<file path="src/rtl/rsq_pkg.sv">
package rsq_pkg;
  typedef enum logic [1:0] {
    SEQ_RESET = 2'd0,
    SEQ_TAIL  = 2'd1,
    SEQ_RUN   = 2'd2
  } seqState_t;

  // strobes from control to datapath
  typedef struct packed {
    logic tailClr;
    logic tailInc;
    logic progClr;
    logic progLoad;
  } seqStrobe_t;

  // conditions from datapath to control
  typedef struct packed {
    logic cause;
    logic stableDone;
    logic tailDone;
  } seqStatus_t;
endpackage

</file>
<file path="src/rtl/rsq_datapath.sv">
module rsq_datapath
  import rsq_pkg::*;
#(
  parameter int MISS_LIMIT  = 64,
  parameter int STABLE_CYC  = 16,
  parameter int TAIL_EDGES  = 128,
  parameter int NUM_PROG    = 6,
  parameter int SYNC_STAGES = 2
) (
  input  logic                refClk,
  input  logic                rstN,
  input  logic                lineClk,
  input  logic                chipEnable,
  input  logic                underVolt,
  input  logic                regWr,
  input  logic [NUM_PROG-1:0] regWrData,
  input  seqStrobe_t          strobe,
  output seqStatus_t          status,
  output logic [NUM_PROG-1:0] progBits
);
  localparam int MW = $clog2(MISS_LIMIT + 1);
  localparam int SW = $clog2(STABLE_CYC + 1);
  localparam int TW = $clog2(TAIL_EDGES + 1);
  localparam logic [MW-1:0] MISS_MAX  = MW'(MISS_LIMIT);
  localparam logic [SW-1:0] STAB_MAX  = SW'(STABLE_CYC);
  localparam logic [TW-1:0] TAIL_LAST = TW'(TAIL_EDGES - 1);

  logic [SYNC_STAGES-1:0] ceSync, uvSync;
  logic [SYNC_STAGES:0]   lineSync;   // one extra stage for edge detect
  logic [MW-1:0] missCnt;
  logic [SW-1:0] stableCnt;
  logic [TW-1:0] tailCnt;
  logic lineEdge, clkMissing, causeNow;

  // synchronizer chains
  always_ff @(posedge refClk or negedge rstN) begin
    if (!rstN) begin
      ceSync   <= '0;
      uvSync   <= '0;
      lineSync <= '0;
    end else begin
      ceSync   <= {ceSync[SYNC_STAGES-2:0], chipEnable};
      uvSync   <= {uvSync[SYNC_STAGES-2:0], underVolt};
      lineSync <= {lineSync[SYNC_STAGES-1:0], lineClk};
    end
  end

  assign lineEdge   = lineSync[SYNC_STAGES-1] & ~lineSync[SYNC_STAGES];
  assign clkMissing = (missCnt == MISS_MAX);
  assign causeNow   = ~ceSync[SYNC_STAGES-1] | uvSync[SYNC_STAGES-1] | clkMissing;

  // missing-clock watchdog and cause-free stability counter
  always_ff @(posedge refClk or negedge rstN) begin
    if (!rstN) begin
      missCnt   <= '0;
      stableCnt <= '0;
    end else begin
      if (lineEdge)               missCnt <= '0;
      else if (!clkMissing)       missCnt <= missCnt + 1'b1;
      if (causeNow)               stableCnt <= '0;
      else if (stableCnt != STAB_MAX) stableCnt <= stableCnt + 1'b1;
    end
  end

  // indicator tail edge counter
  always_ff @(posedge refClk or negedge rstN) begin
    if (!rstN)                          tailCnt <= '0;
    else if (strobe.tailClr)            tailCnt <= '0;
    else if (strobe.tailInc && lineEdge) tailCnt <= tailCnt + 1'b1;
  end

  // programmed output enables
  always_ff @(posedge refClk or negedge rstN) begin
    if (!rstN)                           progBits <= '0;
    else if (strobe.progClr)             progBits <= '0;
    else if (strobe.progLoad && regWr)   progBits <= regWrData;
  end

  assign status.cause      = causeNow;
  assign status.stableDone = (stableCnt == STAB_MAX);
  assign status.tailDone   = strobe.tailInc && lineEdge && (tailCnt == TAIL_LAST);
endmodule

</file>
<file path="src/rtl/rsq_control.sv">
module rsq_control
  import rsq_pkg::*;
(
  input  logic       refClk,
  input  logic       rstN,
  input  seqStatus_t status,
  output seqStrobe_t strobe,
  output seqState_t  state
);
  seqState_t nextState;

  always_comb begin
    nextState = state;
    unique case (state)
      SEQ_RESET: if (status.stableDone && !status.cause) nextState = SEQ_TAIL;
      SEQ_TAIL: begin
        if (status.cause)         nextState = SEQ_RESET;
        else if (status.tailDone) nextState = SEQ_RUN;
      end
      SEQ_RUN:  if (status.cause) nextState = SEQ_RESET;
      default:  nextState = SEQ_RESET;
    endcase
  end

  always_ff @(posedge refClk or negedge rstN) begin
    if (!rstN) state <= SEQ_RESET;
    else       state <= nextState;
  end

  always_comb begin
    strobe.tailClr  = (state == SEQ_RESET);
    strobe.tailInc  = (state == SEQ_TAIL);
    strobe.progClr  = (state == SEQ_RESET) || status.cause;
    strobe.progLoad = (state != SEQ_RESET);
  end
endmodule

</file>
<file path="src/rtl/rst_sequencer.sv">
module rst_sequencer
  import rsq_pkg::*;
#(
  parameter int MISS_LIMIT = 64,
  parameter int STABLE_CYC = 16,
  parameter int TAIL_EDGES = 128,
  parameter int NUM_PROG   = 6
) (
  input  logic                refClk,
  input  logic                rstN,
  input  logic                lineClk,
  input  logic                chipEnable,
  input  logic                underVolt,
  input  logic                regWr,
  input  logic [NUM_PROG-1:0] regWrData,
  output logic                intRstN,
  output logic                resIndN,
  output logic [1:0]          clkOutEn,
  output logic                sdaOutEn,
  output logic [NUM_PROG-1:0] progOutEn
);
  seqStrobe_t strobe;
  seqStatus_t status;
  seqState_t  state;
  logic [NUM_PROG-1:0] progBits;

  rsq_datapath #(
    .MISS_LIMIT (MISS_LIMIT),
    .STABLE_CYC (STABLE_CYC),
    .TAIL_EDGES (TAIL_EDGES),
    .NUM_PROG   (NUM_PROG),
    .SYNC_STAGES(2)
  ) u_dp (
    .refClk    (refClk),
    .rstN      (rstN),
    .lineClk   (lineClk),
    .chipEnable(chipEnable),
    .underVolt (underVolt),
    .regWr     (regWr),
    .regWrData (regWrData),
    .strobe    (strobe),
    .status    (status),
    .progBits  (progBits)
  );

  rsq_control u_ctl (
    .refClk(refClk),
    .rstN  (rstN),
    .status(status),
    .strobe(strobe),
    .state (state)
  );

  assign intRstN   = (state != SEQ_RESET);
  assign resIndN   = (state == SEQ_RUN);
  assign clkOutEn  = {2{intRstN}};
  assign sdaOutEn  = intRstN;
  assign progOutEn = progBits;
endmodule

</file>
<file path="config.mk">
export PLATFORM = sky130hd
export DESIGN_NAME = rst_sequencer
export DESIGN_NICKNAME = d
export VERILOG_FILES = /design/src/rtl/rsq_pkg.sv /design/src/rtl/rsq_datapath.sv /design/src/rtl/rsq_control.sv /design/src/rtl/rst_sequencer.sv
export SDC_FILE = /design/constraint.sdc
export NUM_CORES = 1
export LEC_CHECK = 0
export BUFFER_PORTS_ARGS = -buffer_cell sky130_fd_sc_hd__clkbuf_2
export CAP_MARGIN = 10
export CORE_MARGIN = 2
export CORE_UTILIZATION = 54
export DETAILED_ROUTE_END_ITERATION = 16
export PLACE_DENSITY = 0.77
export SYNTH_ARGS = -nofsm -noshare
export SYNTH_HDL_FRONTEND = slang
export SYNTH_SLANG_ARGS = --single-unit
</file>
<file path="constraint.sdc">
create_clock -name refClk -period 3.1 [get_ports refClk]
set_input_delay 0 -clock refClk [delete_from_list [all_inputs] [get_ports refClk]]
set_output_delay 0 -clock refClk [all_outputs]
set_load 0.01 [all_outputs]
</file>
# --- Word level (Yosys, flattened, before mapping) ---
# Index checks and enable logic that the tools add are counted.
word_totals:
  register_bits: 35
  in_bits: 12
  out_inout_bits: 11
op_classes:
  addsub: 3
  n_reduce_logical: 12
  muxes: 13
  bitwise_logic: 5
  n_eq_ne: 10
op_table:
  columns: ["op", "n"]
  rows:
  - ["8-bit 2-to-1 mux", 2]
  - ["7-bit 2-to-1 mux", 2]
  - ["6-bit 2-to-1 mux", 2]
  - ["5-bit 2-to-1 mux", 2]
  - ["8-bit by 1-bit adder with 8-bit output (second input constant)", 1]
  - ["8-bit by 7-bit equality test with 1-bit output (second input constant)", 1]
  - ["2-bit 2-to-1 mux", 4]
  - ["2-bit nonzero test", 4]
  - ["7-bit by 1-bit adder with 7-bit output (second input constant)", 1]
  - ["7-bit equality test (second input constant)", 1]
  - ["2-bit by 1-bit != test with 1-bit output (second input constant)", 3]
  - ["2-bit case mux with 3 select lines", 1]
  - ["5-bit by 1-bit adder with 5-bit output (second input constant)", 1]
  - ["5-bit equality test (second input constant)", 1]
  - ["5-bit != test (second input constant)", 1]
  - ["1-bit logical AND", 4]
  - ["3-bit != test (second input constant)", 1]
  - ["3-bit AND reduction", 1]
  - ["2-bit by 1-bit equality test with 1-bit output (second input constant)", 1]
  - ["2-bit equality test (second input constant)", 1]
  - ["2-bit logical NOT", 1]
  - ["1-bit inverter", 2]
  - ["1-bit bitwise OR", 2]
  - ["1-bit bitwise AND", 1]
  - ["2 further kinds", 2]

# --- Logic depth before layout (Yosys ltp) ---
logic_depth:
  depth_word: 7
  ltp_mapped: 5

# --- Cells and area by module ---
# Synthesis repeated with hierarchy kept, for this count alone.
unflattened:
  cells_unflattened: 155
  hier_area_um2: 1586.5
by_module_without_submodules:
  columns: ["mod", "area_each_um2", "instances", "cells_each"]
  rows:
  - ["rsq_datapath", 1438.9, 1, 138]
  - ["rsq_control", 112.6, 1, 12]
  - ["rst_sequencer", 35.0, 1, 5]

# --- Worst setup path after synthesis ---
# OpenSTA, ideal clock, no wires.
synth_timing:
  path_kind: "flip-flop to flip-flop"
  startpoint: "register u_dp.missCnt[4]"
  endpoint: "register u_ctl.state[1]"
  setup_time_ns: 0.119
  path_slack_ns: 1.571
  required_time_ns: 2.981
  arrival_time_ns: 1.410
  path_stages_with_launch: 5
  cell_sequence: "dfrtp_1 -> or4b_4 -> buf_6 -> o21ai_2 -> o21ba_1"
synth_between:
  elab_chain_cells: 6
  word_cells_on_any_way: 10
synth_lines:
  columns: ["element", "line_no", "source"]
  rows:
  - ["from (decl)", "rsq_datapath.sv:30", "logic [MW-1:0] missCnt;"]
  - ["from (signal assigned)", "rsq_datapath.sv:59", "else if (!clkMissing) missCnt <= missCnt + 1'b1;"]
  - ["7-bit equality test *", "rsq_datapath.sv:49", "assign clkMissing = (missCnt == MISS_MAX);"]
  - ["1-bit bitwise OR *", "rsq_datapath.sv:50", "assign causeNow = ~ceSync[SYNC_STAGES-1] | uvSync[SYNC_STAGES-1] | clkMissing;"]
  - ["1-bit logical NOT", "rsq_control.sv:15", "SEQ_RESET: if (status.stableDone && !status.cause) nextState = SEQ_TAIL;"]
  - ["1-bit logical AND", "rsq_control.sv:15", null]
  - ["2-bit by 1-bit != test with 1-bit output (no line)", null, null]
  - ["3-bit AND reduction (no line)", null, null]
  - ["to (signal assigned)", "rsq_control.sv:27", "else state <= nextState;"]
  - ["to (decl)", "rsq_control.sv:8", "output seqState_t state"]
# Every way passes the cells marked *; elsewhere a longest branch is shown, timed or not.
# A chain may end at the register's enable or synchronous reset.

# --- Worst setup path after layout ---
layout_timing:
  startpoint: "register u_dp.missCnt[5]"
  endpoint: "register u_ctl.state[1]"
# Same word-level chain as after synthesis.

==> results_dict.tcl <==
set metrics [dict create \
    status "completed" \
    wl_um 2740 \
    globalplace.congestion 0.781 \
    synth_area_per_cell_um2 11.1 \
    start_util_pct 57.4 \
    drive_gt1_share_pct 19.9 \
    critical_path_buf_inv_count 0 \
    max_slew_margin_pct 44.8 \
    yosysSeqAreaShare_pct 54.8 \
    hp-class "in2reg" \
    io_buffer_count 22 \
    critPathTopFamily "simple AND/OR/NAND/NOR gates" \
    nNetsFinal 192 \
    total_power_mw 0.872 \
    ant_nets 0 \
    vdd_drop_max_v 0.000397 \
    crit_chain "or4b_4, o21ai_2, o21ba_1" \
    tightest_slew_ps 827 \
    critPathSlowestCell "or4b_4" \
    p_per_area_nw_per_um2 467 \
    clockBufferDepth 2 \
    worstSetupStartpointType "flop" \
    grt_pass1_vias 1169 \
    vias 1115 \
    fin_util_pct 67.1 \
    slew_violations 0 \
    die_height_um 58.4 \
    synth_cell_type_count 34 \
    p_leak_nw 0.906 \
    fin_crit_sh_pct 51.4 \
    wl_per_cell_um 13.2 \
    drc 0 \
    setup_slack_ps 1510 \
    fmax_mhz 628 \
    cts_resized 0 \
    dr.pass1.iters 4 \
    fp.dieW_um 58.4 \
    placed_area_um2 1700 \
    core_area_um2 2780 \
    dp_worst_setup_slack_ps 1510 \
    synth_edf_count 0 \
    grt_max_degree 36 \
    numCtsBuffers 5 \
    worstPathRequired_ps 3330 \
    vias_per_cell 5.39 \
    antenna_found_initial 0 \
    startpoint "u_dp.missCnt[5]" \
    rsz0062_at_grt "no" \
    dieArea_um2 3410 \
    design_area_um2 1870 \
    skew_ps 7.63 \
    crit_fanout 7 \
    cts.clk_slew.worst_paths_ps 100 \
    synthesis.nets 161 \
    syn_inst 144 \
    io-pin-count 23 \
    min_period_ps 1590 \
    grt_pass1_wl_um 4970 \
    row_count 19 \
    path_class "reg2reg" \
    cts_root_buffer "clkbuf_4" \
    yosysWarnings 0 \
    cts.sinks 35 \
    dr.first_iter.drc_count 22 \
    grt_overflow_total 0 \
    clk_latency_ps 340 \
    hp-start "regWr" \
    area_growth_pct 16.8 \
    timing.rr.start "u_dp.missCnt[5]" \
    slowest_delay_ps 590 \
    maxCapViolCount 0 \
    tritoncts "yes" \
    grt_util_all_layers_pct 19.9 \
    dp_hpwl_um 1860 \
    synthFlopType "dfrtp_1" \
    timing.critical_path.arrival_ps 1830 \
    async_flop_share_pct 100 \
    syn_area_um2 1600 \
    clock_tree.htree_level_count 2 \
    antenna_cells 0 \
    synth_seq_cells 35 \
    setup_viol 0 \
    finalSetupTns_ps 0 \
    hold_viol 0 \
    end_kind "flop" \
]
[synthesized netlist by cell type, types with 4 or more instances]
cell type	count	area share, %
mux2i_1	13	8.1
dfrtp_1	35	55
xor2_1	4	2.2
nor3_1	4	1.3
inv_1	6	1.4
ha_1	5	3.9
nand3_1	9	2.8
nor2_1	14	3.3
nand2_1	9	2.1
[worst paths after layout]
kind	end	slack, ps	cells past startpoint
setup / recovery	u_ctl.state[1]	1510	3
hold / removal	u_dp.progBits[1]	60	3
setup reg to reg	u_ctl.state[1]	1510	3
hold reg to reg	u_dp.ceSync[1]	360	0
max in group asynchronous	u_dp.tailCnt[5]	2300	2
min in group asynchronous	u_dp.missCnt[5]	290	2
[report_power, final]
group          leakage (nW)  switching (mW)  internal, mW
clock                0.0386           0.143         0.133
sequential            0.467          0.0218         0.480
combinational         0.400          0.0507        0.0431
total                 0.906           0.215         0.657
[flip-flops by register name, summed over array words and instances, names as in the netlist]
name / flops
u_dp.uvSync: 2
u_dp.stableCnt: 5
u_dp.lineSync: 3
u_dp.progBits: 6
u_dp.ceSync: 2
u_dp.tailCnt: 8
u_ctl.state: 2
u_dp.missCnt: 7
[tightest hold or removal path: stages]
cell,delay [ps]
clkbuf_2,200
mux2i_1,100
nor2_1,70
[cells in the final DEF (no fill, tap or decap), drive strengths merged, types with 4 or more instances in the layout]
cell type,Yosys,layout
dfrtp,35,35
clkbuf,3,30
nor2,14,14
mux2i,13,13
dlygate4sd3,0,10
nand2,9,9
nand3,9,9
inv,6,6
ha,5,5
o21ai,5,5
xor2,4,4
nor3,4,4
[cell type report]
cell class / count / area, um2
clock buffers: 8 / 68.8
fillers: 215 / 915
inverters: 6 / 22.5
multi-input cells: 95 / 651
flip-flops and latches: 35 / 876
well taps: 31 / 38.8
repair buffers: 32 / 210
[routing by layer]
layer / GRT usage [%] / share of wire, % / routed length [um] / up-vias
met2: 35.0 / 50 / 1360 / 24
met5: 0 / 0 / 0 / -
li1: - / - / - / 556
met3: 5.27 / 4.0 / 109 / 8
met4: 8.97 / 2.2 / 59 / 0
met1: 22.6 / 44 / 1210 / 527
[repair_timing]
action | in CTS | in global routing
buffers inserted | 0 | 0
hold endpoints to repair | 44 | 0
hold buffers | 10 | 0
[logic make-up (layout without fill, tap and decap cells)]
kind of cell | count (synthesis) | after routing | synth area share (%)
xor gates and xnor gates | 7 | 7 | 3.84
muxes | 13 | 13 | 8.14
and+or+nand+nor | 56 | 56 | 18.9
adders and majority gates | 5 | 5 | 3.92
AOI/OAI and AO/OA | 14 | 14 | 5.95
DFF | 35 | 35 | 54.8
buffers and inverters | 14 | 46 | 4.46
[per-stage QoR]
| stage | hold slack [ps] | std cells |
|---|---|---|
| finish | 63.8 | 207 |
| global placement | 108 | 189 |
| detailed placement | 110 | 189 |
| CTS | 64.7 | 207 |
| global route | 112 | 207 |
| floorplan | -296 | 144 |
(Power assumes the default switching activity.)
